[src/rtl/dual_stack_unit.sv]
module dual_stack_unit #(
  parameter int AW = 8,
  parameter int NW = 4,
  parameter int RW = 12
) (
  input  logic          clk,
  input  logic          rst_n,
  input  logic [AW-1:0] es_base,
  input  logic [AW-1:0] es_limit,
  input  logic [AW-1:0] rs_base,
  input  logic [AW-1:0] rs_limit,
  input  logic          es_push,
  input  logic          es_pop,
  input  logic          es_swap,
  input  logic [NW-1:0] es_din,
  input  logic          rs_push,
  input  logic          rs_pop,
  input  logic          rs_xchg,
  input  logic [RW-1:0] rs_din,
  output logic [NW-1:0] tos,
  output logic [NW-1:0] nos,
  output logic [AW-1:0] sp,
  output logic [AW-1:0] rp,
  output logic [RW-1:0] rs_dout,
  output logic          busy,
  output logic          es_ovf,
  output logic          es_unf,
  output logic          rs_ovf,
  output logic          rs_unf
);
  localparam int NPR   = RW / NW;
  localparam int CW    = $clog2(NPR + 1);
  localparam int DEPTH = 1 << AW;

  logic [NW-1:0]    mem [DEPTH];
  logic [CW-1:0]    left_q;
  logic             wr_dir_q;
  logic [RW-NW-1:0] wbuf_q;
  logic [NW-1:0]    rcell;

  assign busy  = left_q != '0;
  assign nos   = mem[sp];
  assign rcell = mem[rp];

  logic es_room, es_has, rs_room, rs_has;
  assign es_room = sp != es_limit;
  assign es_has  = sp != es_base;
  assign rs_room = (rs_limit - rp) >= AW'(NPR);
  assign rs_has  = (rp - rs_base) >= AW'(NPR);

  logic go_epush, go_epop, go_eswap, rsel, go_rpush, go_rpop, go_rx;
  assign go_epush = !busy && es_push;
  assign go_epop  = !busy && !es_push && es_pop;
  assign go_eswap = !busy && !es_push && !es_pop && es_swap;
  assign rsel     = !busy && !es_push && !es_pop && !es_swap;
  assign go_rpush = rsel && rs_push;
  assign go_rpop  = rsel && !rs_push && rs_pop;
  assign go_rx    = rsel && !rs_push && !rs_pop && rs_xchg;

  logic          we;
  logic [AW-1:0] waddr;
  logic [NW-1:0] wdata;

  always_comb begin
    we    = 1'b0;
    waddr = sp;
    wdata = tos;
    if (go_epush && es_room) begin
      we    = 1'b1;
      waddr = sp + AW'(1);
    end else if (go_eswap && es_has) begin
      we    = 1'b1;
    end else if (go_rx && rs_has) begin
      we    = 1'b1;
      waddr = rp;
    end else if (go_rpush && rs_room) begin
      we    = 1'b1;
      waddr = rp + AW'(1);
      wdata = rs_din[RW-1 -: NW];
    end else if (busy && wr_dir_q) begin
      we    = 1'b1;
      waddr = rp + AW'(1);
      wdata = wbuf_q[RW-NW-1 -: NW];
    end
  end

  always_ff @(posedge clk) begin
    if (we) mem[waddr] <= wdata;
  end

  always_ff @(posedge clk) begin
    if (!rst_n) begin
      tos      <= '0;
      sp       <= es_base;
      rp       <= rs_base;
      rs_dout  <= '0;
      left_q   <= '0;
      wr_dir_q <= 1'b0;
      wbuf_q   <= '0;
      es_ovf   <= 1'b0;
      es_unf   <= 1'b0;
      rs_ovf   <= 1'b0;
      rs_unf   <= 1'b0;
    end else begin
      es_ovf <= go_epush && !es_room;
      es_unf <= (go_epop || go_eswap) && !es_has;
      rs_ovf <= go_rpush && !rs_room;
      rs_unf <= (go_rpop || go_rx) && !rs_has;

      if (busy) begin
        left_q <= left_q - CW'(1);
        if (wr_dir_q) begin
          rp     <= rp + AW'(1);
          wbuf_q <= wbuf_q << NW;
        end else begin
          rp      <= rp - AW'(1);
          rs_dout <= {rcell, rs_dout[RW-1:NW]};
        end
      end else if (go_epush && es_room) begin
        sp  <= sp + AW'(1);
        tos <= es_din;
      end else if (go_epop && es_has) begin
        sp  <= sp - AW'(1);
        tos <= nos;
      end else if (go_eswap && es_has) begin
        tos <= nos;
      end else if (go_rpush && rs_room) begin
        rp       <= rp + AW'(1);
        wbuf_q   <= rs_din[RW-NW-1:0];
        wr_dir_q <= 1'b1;
        left_q   <= CW'(NPR - 1);
      end else if (go_rpop && rs_has) begin
        rp       <= rp - AW'(1);
        rs_dout  <= {rcell, rs_dout[RW-1:NW]};
        wr_dir_q <= 1'b0;
        left_q   <= CW'(NPR - 1);
      end else if (go_rx && rs_has) begin
        tos <= rcell;
      end
    end
  end
endmodule

[config.mk]
export PLATFORM = sky130hd
export DESIGN_NAME = dual_stack_unit
export DESIGN_NICKNAME = d
export VERILOG_FILES = /design/src/rtl/dual_stack_unit.sv
export SDC_FILE = /design/constraint.sdc
export NUM_CORES = 2
export LEC_CHECK = 0
export BUFFER_PORTS_ARGS = -buffer_cell sky130_fd_sc_hd__clkbuf_2
export CAP_MARGIN = 20
export CORE_MARGIN = 4
export CORE_UTILIZATION = 35
export CTS_BUF_LIST = sky130_fd_sc_hd__clkbuf_2
export DETAILED_ROUTE_END_ITERATION = 8
export MAX_ROUTING_LAYER = met4
export PLACE_DENSITY = 0.58
export SYNTH_ARGS = -nofsm -noshare
export SYNTH_HDL_FRONTEND = slang
export SYNTH_SLANG_ARGS = --single-unit
[constraint.sdc]
create_clock -name clk -period 34.6 [get_ports clk]
set_input_delay 6.92 -clock clk [delete_from_list [all_inputs] [get_ports clk]]
set_output_delay 6.92 -clock clk [all_outputs]
set_load 0.01 [all_outputs]
==> metrics <==
status finished clean; H-tree depth 5; CP Capture Type output port; clk_skew 0.136 ns; first-pass GRT wire length 226 mm; Fillers 13700; Synth Area in Compound Gates 6.89%; DR iter-0 viols 3203; top cell type's share of synthesized area 59.7%; Arr. time, crit path 6.67 ns; GR Overflow Total 0; GRT Resource Usage Total 20.2%; Post-Route Setup TNS 0 ns; fin. max-slew vios 0; FF+latch count, synth 1087; num rows 141; Hold Buf Count CTS 0; Synth Instances 3024; pwr dens 82.1 mW/mm2; Placer Congestion 0.870; number of max-cap violations 0; antenna viol nets, final 0; DRC 0; Rel. slew slack 23.3%; adder-cell share of the synthesized area 0.579%; Reg clk slew, reported paths 0.11 ns; cell taking the most area after synthesis edfxtp_1; Die H 394 um; f_max 73.6 MHz; largest net degree at the start of global routing 182; Clk Latency, worst-skew pair 1.61 ns; kind of critical path register to output port; EDFF count, synth 1040; Area contributors post-synth edfxtp_1 60%, mux4_2 22%, a22oi_1 2.0%; asr flop ratio synth 0%; clock tree buffer depth 4; core area 0.148 mm2; Synth cell types 77; Leakage 18.4 nW; total CTS buffers 297; mux cell area share after synthesis 23.1%; Root Driver clkbuf_2; CTS Sinks 1087; routed wire length 154 mm; Post-Synth XOR/XNOR Area 0.720%; Top FF cell, synth edfxtp_1; Hold Path Class register to register; total iterations of the first detailed-routing run 5; CTS tree yes; Final Hold Fails 0; number of global-route vias before repair 33300; routed len/inst 28.8 um; layout cell share with drive strength beyond 1 34.5%; boundary pin count 97; die width 394 um; Crit Path Max Fanout 36; Worst-Margin Slew 1.15 ns; Synth Warn # 0; initial cell density of the core 35.3%; sequential share of the synthesized area 61.5%; Placed Cells 4858; DP HPWL 95.3 mm; Layout area overhead 9.68%; CTS resizes 0; simple-gate share of the synthesized area 4.98%; element type at the critical path start register; Avg Vias per Cell 5.94; Synthesized Nets 3103; Post-CTS Setup Inserts 0; Tmin final 13.59 ns; period utilization 39.3%; VDD IR max 0.0649 mV; mapped cell area 0.0523 mm2; # setup viols final 0; IO Port Bufs 96; vias 31800; fin nets 3308; Req. time, crit path 27.68 ns; post-route insts no fill 5362; initial antenna violation count 2; Die Footprint 0.156 mm2; unrepaired setup endpoints after global routing false; Mean Syn Cell Area 17.3 um2; largest family of logic cells by synthesized area multiplexers
[cells in the mapped netlist (all sizes together) (3+ instances only)]
master,n
edfxtp,1040
mux4,512
nor2,245
clkbuf,172
a22oi,141
nand2,121
buf,91
a221oi,76
a22o,76
nor3,53
dfxtp,47
nand3,28
inv,27
nor2b,27
mux2i,26
nor4,25
o21ai,25
o221ai,25
mux2,24
xnor2,24
nand4,22
ha,21
xor2,19
a21oi,15
o22ai,13
a211oi,12
a21boi,12
a31oi,10
nand2b,10
o211a,9
and2,7
o211ai,6
and3,5
or3,5
a21o,4
a311oi,4
a31o,4
a32oi,4
or4b,4
nand3b,3
or2,3
[sequential cells by signal (all words and copies together), names as in the netlist, named ones only]
| register | cells |
|---|---|
| es_ovf | 1 |
| tos | 4 |
| wbuf_q | 8 |
| rp | 8 |
| left_q | 2 |
| rs_dout | 12 |
| wr_dir_q | 1 |
| es_unf | 1 |
| mem | 1024 |
| sp | 8 |
| rs_ovf | 1 |
| rs_unf | 1 |
[cell type report]
class / count / area (um2) / share of cell area [%]
Timing Repair Buffer: 169 / 1090 / 1.89
Tap cell: 1930 / 2410 / 4.21
Sequential cell: 1087 / 32200 / 56.1
Multi-Input combinational cell: 1647 / 19100 / 33.3
Antenna cell: 6 / 15.0 / 0.0262
Clock buffer: 409 / 2050 / 3.57
Inverter: 27 / 101 / 0.177
Clock inverter: 87 / 408 / 0.711
[worst paths after layout]
kind | from | end | slack (ns) | depth (start not counted)
worst max-delay path | register | nos[2] | 21.01 | 9
worst min-delay path | wbuf_q[3] | wbuf_q[3] | 0.47 | 2
worst max register to register | rp[0] | mem[106][3] | 28.32 | 15
worst min register to register | wbuf_q[3] | wbuf_q[3] | 0.47 | 2
[power by group]
| group | switching, mW | internal [mW] |
|---|---|---|
| sequential | 0.0983 | 1.65 |
| combinational | 1.34 | 0.753 |
| clock | 0.534 | 0.333 |
[through the flow]
step	hold WS, ns	setup WS [ns]	total power, mW	util, %	cell area [um2]
after floorplan	0.440	17.14	3.15	-	52300
after detailed placement	0.455	22.09	3.85	37.1	54900
final	0.467	21.01	4.71	38.7	57300
after CTS	0.469	20.64	4.72	38.7	57300
after global routing	0.488	20.53	4.92	38.7	57300
after global placement	0.451	22.11	3.85	37.1	54900
[critical path: stages (launching register included)]
cell and delay (ns):
dfxtp_4 0.77, buf_4 0.71, buf_4 0.61, mux4_2 0.57
a22o_1 0.24, a221oi_1 0.41, o22ai_1 0.25, a211oi_1 0.69
o221ai_1 0.46, clkbuf_2 0.24
[layout by cell type, fill, tap and decap left out, types with 5 or more instances in the layout]
cell      count
o22ai_1      13
a211oi_1      9
and2_1        5
nand4_1      22
nor3_1       50
a31oi_4       5
nor2b_1      20
clkbuf_2    506
mux2i_1      26
nand2_1     121
clkinv_1     62
dfxtp_1      43
edfxtp_1   1040
nor2_1      242
o21ai_0      21
a221oi_1     75
a22oi_1     141
a21oi_1      15
o211a_1       8
mux4_2      512
xnor2_1      24
inv_1        27
nand2b_1     10
nor4_1       24
buf_4        66
o211ai_1      6
buf_12        5
a22o_1       76
a21boi_0     11
and3_1        5
diode_2       6
xor2_1       19
o221ai_1     24
clkinv_2     20
ha_1         21
nand3_1      28
or3_1         5
mux2_2       24
[layer usage]
layer	vias to the layer above	GRT usage (%)	routed length, um
li1	13400	-	-
met1	16700	25.4	61200
met2	1480	31.8	74800
met3	321	5.07	13100
met4	0	7.51	5420
met5	-	-	0
[logic make-up after synthesis]
kind of cell	after synthesis
mux	562
flops	1087
compound gates	451
buf+inv	290
xor+xnor	43
simple gates	568
fa+ha+maj	23
No activity file was read; power rests on OpenSTA's default activity.
